`src/rtl/sdram_pwrup_refresh.sv`:
```
module sdram_pwrup_refresh #(
  parameter int CLK_PS     = 8000,
  parameter int CAS_LAT    = 3,
  parameter int BURST_LEN  = 8,
  parameter int BURST_ILV  = 0,
  parameter int POWERUP_NS = 200000,
  parameter int TRP_NS     = 20,
  parameter int TRC_NS     = 70,
  parameter int TMRD_CYC   = 3,
  parameter int REFI_NS    = 15600,
  parameter int INIT_REFS  = 8
) (
  input  logic        clk,
  input  logic        rst_n,
  input  logic        user_busy,
  output logic        ready,
  output logic        refresh_pending,
  output logic        cke,
  output logic        cs_n,
  output logic        ras_n,
  output logic        cas_n,
  output logic        we_n,
  output logic [1:0]  ba,
  output logic [11:0] addr
);
  localparam int PU_RAW   = (POWERUP_NS * 1000 + CLK_PS - 1) / CLK_PS;
  localparam int PU_CYC   = (PU_RAW < 1) ? 1 : PU_RAW;
  localparam int TRP_RAW  = (TRP_NS * 1000 + CLK_PS - 1) / CLK_PS;
  localparam int TRP_CYC  = (TRP_RAW < 2) ? 2 : TRP_RAW;
  localparam int TRC_RAW  = (TRC_NS * 1000 + CLK_PS - 1) / CLK_PS;
  localparam int TRC_CYC  = (TRC_RAW < 2) ? 2 : TRC_RAW;
  localparam int TMRD_W   = (TMRD_CYC < 2) ? 2 : TMRD_CYC;
  localparam int REFI_RAW = (REFI_NS * 1000) / CLK_PS;
  localparam int REFI_CYC = (REFI_RAW < 2) ? 2 : REFI_RAW;

  localparam logic [2:0] BL_CODE = (BURST_LEN == 0) ? 3'd7 :
                                   (BURST_LEN == 1) ? 3'd0 :
                                   (BURST_LEN == 2) ? 3'd1 :
                                   (BURST_LEN == 4) ? 3'd2 : 3'd3;
  localparam logic [11:0] MODE_WORD = {5'b0, 3'(CAS_LAT), 1'(BURST_ILV), BL_CODE};

  typedef enum logic [2:0] {
    S_PWR, S_PRE, S_PWAIT, S_REF, S_RWAIT, S_MRS, S_MWAIT, S_IDLE
  } st_t;

  st_t         st;
  logic [31:0] cnt, tmr, nref;
  logic        in_op, pend;

  always_ff @(posedge clk) begin
    if (!rst_n) begin
      st    <= S_PWR;
      cnt   <= 32'(PU_CYC - 1);
      nref  <= '0;
      in_op <= 1'b0;
      cke   <= 1'b0;
    end else begin
      cke <= 1'b1;
      case (st)
        S_PWR:   if (cnt == 0) st <= S_PRE; else cnt <= cnt - 1;
        S_PRE:   begin st <= S_PWAIT; cnt <= 32'(TRP_CYC - 2); nref <= '0; end
        S_PWAIT: if (cnt == 0) st <= S_REF; else cnt <= cnt - 1;
        S_REF:   begin st <= S_RWAIT; cnt <= 32'(TRC_CYC - 2); nref <= nref + 1; end
        S_RWAIT:
          if (cnt != 0)                    cnt <= cnt - 1;
          else if (in_op)                  st <= S_IDLE;
          else if (nref == 32'(INIT_REFS)) st <= S_MRS;
          else                             st <= S_REF;
        S_MRS:   begin st <= S_MWAIT; cnt <= 32'(TMRD_W - 2); end
        S_MWAIT:
          if (cnt == 0) begin st <= S_IDLE; in_op <= 1'b1; end
          else cnt <= cnt - 1;
        S_IDLE:  if (pend && !user_busy) st <= S_REF;
        default: st <= S_PWR;
      endcase
    end
  end

  always_ff @(posedge clk) begin
    if (!rst_n) begin
      tmr  <= 32'(REFI_CYC - 1);
      pend <= 1'b0;
    end else if (in_op) begin
      if (st == S_REF) pend <= 1'b0;
      if (tmr == 0) begin
        tmr  <= 32'(REFI_CYC - 1);
        pend <= 1'b1;
      end else begin
        tmr <= tmr - 1;
      end
    end
  end

  always_comb begin
    {cs_n, ras_n, cas_n, we_n} = 4'b0111;
    addr = '0;
    case (st)
      S_PRE: begin {cs_n, ras_n, cas_n, we_n} = 4'b0010; addr[10] = 1'b1; end
      S_REF: {cs_n, ras_n, cas_n, we_n} = 4'b0001;
      S_MRS: begin {cs_n, ras_n, cas_n, we_n} = 4'b0000; addr = MODE_WORD; end
      default: ;
    endcase
  end

  assign ba              = 2'b00;
  assign ready           = (st == S_IDLE) && !pend;
  assign refresh_pending = pend;
endmodule

```
`config.mk`:
```
export PLATFORM = sky130hd
export DESIGN_NAME = sdram_pwrup_refresh
export DESIGN_NICKNAME = d
export VERILOG_FILES = /design/src/rtl/sdram_pwrup_refresh.sv
export SDC_FILE = /design/constraint.sdc
export NUM_CORES = 1
export LEC_CHECK = 0
export BUFFER_PORTS_ARGS = -buffer_cell sky130_fd_sc_hd__buf_2
export CAP_MARGIN = 20
export CORE_MARGIN = 10
export CORE_UTILIZATION = 50
export CTS_CLUSTER_DIAMETER = 100
export DETAILED_ROUTE_END_ITERATION = 16
export HOLD_SLACK_MARGIN = 0.06
export PLACE_DENSITY_LB_ADDON = 0.3
export RECOVER_POWER = 50
export SYNTH_ARGS = -nofsm -noshare
export SYNTH_HDL_FRONTEND = slang
export SYNTH_SLANG_ARGS = --single-unit
```
`constraint.sdc`:
```
create_clock -name clk -period 5.9 [get_ports clk]
set_input_delay 1.18 -clock clk [delete_from_list [all_inputs] [get_ports clk]]
set_output_delay 1.18 -clock clk [all_outputs]
set_load 0.05 [all_outputs]
```
==> run_results.csv <==
group,metric,value,unit
outcome,status,"finished clean",
synthesis,ys_top_cells_by_count,"dfxtp_1, nor2_1, nand2_1, xor2_1",
critical_path,path_cells,"or4_1, or3_1, o31ai_1, clkbuf_1, o21ai_0, a21oi_1",
placement,portBuffers,13,
clock_network,htree_num_levels,3,
critical_path,r2r_cells,6,
grt,overflow,0,
finish,drive_above_1_share,7.729,%
finish,n_antenna_cell,0,
die,die_w,123.1,µm
clock_network,ctsHoldBuffers,0,
clock_network,cts_root_buf,"clkbuf_8",
clock_network,cts_max_path_buffers,2,
critical_path,r2r-end,"cnt[3]",
synthesis,ys.flop_type,"dfxtp_1",
synthesis,synth_warnings,0,
worst_hold_path,hold_start,"cnt[31]",
critical_path,arrival,3.91,ns
power_and_ir_drop,peakVddDrop,176.9,µV
worst_hold_path,hold_end,"cnt[31]",
critical_path,cpPeakStageDelay,1.00,ns
routing,vias,4537,
critical_path,r2r_start,"cnt[26]",
synthesis,synthDistinctLibCells,62,
clock_network,clk_pin_slew,0.09,ns
synthesis,synth.yosys.seq_area_share,38.40,%
routing,drt-initial-drc-count,284,
grt,grt_max_degree,31,
finish,nNetsFinal,637,
timing,layout_worst_path_cycle_share,61.63,%
critical_path,critPathRequiredTime,6.18,ns
timing,tns,0,ns
timing,period_needed,3.636,ns
timing,worst_pin_slew,1.245,ns
critical_path,cp_max_fo,20,
timing,slew-limit-headroom,17.03,%
die,core_area,0.01032,mm²
power_and_ir_drop,power,1.150,mW
power_and_ir_drop,p_per_area,208.4,mW/mm²
clock_network,clk_latency,0.39,ns
routing,antenna_left,0,
finish,synthToLayoutAreaGrowth,3.765,%
finish,fill_cells,962,
power_and_ir_drop,leakage,1.949,nW
synthesis,avgSynthCellArea,8.414,µm²
placement,hpwl,7.840,mm
synthesis,synth.most_common_cell,"dfxtp_1",
clock_network,cts_resized,0,
clock_network,numCtsBuffers,9,
synthesis,syn-instance-count,632,
routing,wl_per_cell,14.67,µm
synthesis,ys_top_cells_by_area,"dfxtp_1, xor2_1, nor2_1, nand2_1, nand4_1",
die,die-area,0.01516,mm²
clock_network,clock-sinks,102,
grt,grt_pass1_vias,4255,
routing,vias_per_cell,5.892,
synthesis,netlist_area,0.005318,mm²
die,rows,37,
critical_path,startpoint_type,"flip-flop",
timing,setup_viol,0,
die,die_y,123.1,µm
finish,utilization,53.45,%
critical_path,cp_slowest_cell,"o31ai_1",
timing,fmax,0.2750,GHz
critical_path,end_kind,"flip-flop",
synthesis,ys_seq_elements,102,
synthesis,synth_top_area_share,38.40,%
timing,hold_violations,0,
worst_hold_path,hp-class,"flip-flop to flip-flop",
critical_path,ff2ff_setup_slack,2.26,ns
clock_network,postCtsSetupBuffers,0,
routing,totalWireLength,11.30,mm
worst_hold_path,min_path_cells,2,
synthesis,yosysTopAreaCell,"dfxtp_1",
run,drv_cap,0,
die,start_util,51.51,%
grt,grt_usage,15.36,%
grt,grt_pass1_wl,19.31,mm
grt,antenna_found_initial,0,
timing,rsz0062_at_grt,"false",
placement,gp_congestion,0.8538,
timing,worst_clock_skew,0.01365,ns
critical_path,critPathKind,"flip-flop to flip-flop",
die,io_pins,24,
routing,drc,0,
routing,firstDrtPassIters,4,
clock_network,cts_tree,"yes",
synthesis,synth_edf_count,0,
timing,slew_violations,0,
synthesis,async_reset_ff_share,0,%
-- layout by cell type (no fill, tap or decap), types with 5 or more instances in the layout --
master	instances
clkbuf_8	10
xor2_1	38
nand3_1	25
nand3b_1	5
o211ai_1	5
and2_1	7
nor4_1	24
nor3_1	21
o21ai_0	16
dfxtp_1	102
buf_2	10
nand2b_1	7
ha_1	5
conb_1	10
and3_1	11
clkbuf_1	6
nand4_1	26
a21boi_0	6
nand2_1	46
nor2_1	73
nor2b_1	9
or4_1	19
a21oi_1	26
o31ai_1	10
inv_1	14
or3_1	19
a21o_1	5
o21ai_2	5
xnor2_1	15
and4_1	6
-- where the power goes --
group / leakage, nW / total, mW / switching [mW] / internal (mW)
registers: 0.823 / 0.691 / 0.00138 / 0.690
clock network: 0.0907 / 0.420 / 0.251 / 0.169
logic: 1.04 / 0.0380 / 0.0318 / 0.00616
total: 1.95 / 1.15 / 0.285 / 0.865
-- flip-flops by register name, indices dropped and copies added, names as in the netlist --
name,count
nref,32
cnt,32
st,3
refresh_pending,1
cke,1
tmr,32
in_op,1
-- area by class of cell --
type / instances / area [µm²] / area share, %
multi-input cells: 486 / 2997 / 54.31
flip-flops and latches: 102 / 2042 / 37.01
well taps: 136 / 170.2 / 3.084
clock buffers: 11 / 141.4 / 2.562
repair buffers: 16 / 76.32 / 1.383
inverters: 14 / 52.55 / 0.9524
clock inverters: 5 / 38.79 / 0.7029
-- how the worst max path moves through the flow --
| stage | from | endpoint | slack, ns | cells past startpoint |
|---|---|---|---|---|
| 3_5_place_dp | rst_n | cnt[22] | 2.91 | 4 |
| 2_1_floorplan | st[0] | addr[1] | 3.08 | 4 |
| 3_3_place_gp | rst_n | cnt[26] | 2.97 | 5 |
| 5_1_grt | cnt[26] | cnt[3] | 1.90 | 6 |
| 4_1_cts | st[1] | ready | 2.63 | 3 |
| 6_report | cnt[26] | cnt[3] | 2.26 | 6 |
-- critical path: cells and delay by family, from the launching register on --
family	cells	cell delay (ns)
compound gates	3	1.40
buf+inv	1	0.74
flops	1	0.35
simple gates	2	1.03
-- through the flow --
step	instances	hold WS [ns]	area, µm²	setup slack, ns
2_1_floorplan	641	0.4463	5351	3.080
3_3_place_gp	753	0.4679	5366	2.974
3_5_place_dp	753	0.4773	5366	2.913
4_1_cts	769	0.4949	5547	2.628
5_1_grt	770	0.5157	5518	1.898
6_report	770	0.4943	5518	2.264
-- routing by layer --
metal,share of wire [%],up-vias,global-route usage (%),wire [µm]
li1,-,2274,-,-
met3,3.9,8,2.963,438
met2,48,71,24.77,5409
met5,0,-,0,0
met1,47,2184,19.12,5304
met4,1.3,0,7.933,144
-- kinds of logic (layout without fill, tap and decap cells) --
group                    count (synthesis)  in the layout  synth area share, %
AO/OA/AOI/OAI                           94             94                12.09
AND/OR/NAND/NOR                        321            321                33.55
other                                    1             10              0.07052
adder cells (fa/ha/maj)                  5              5                1.176
XOR/XNOR                                53             53                8.730
buffers and inverters                   53             46                5.412
flip-flops                             102            102                38.40
multiplexers                             3              3               0.5647
(Power assumes the default switching activity.)
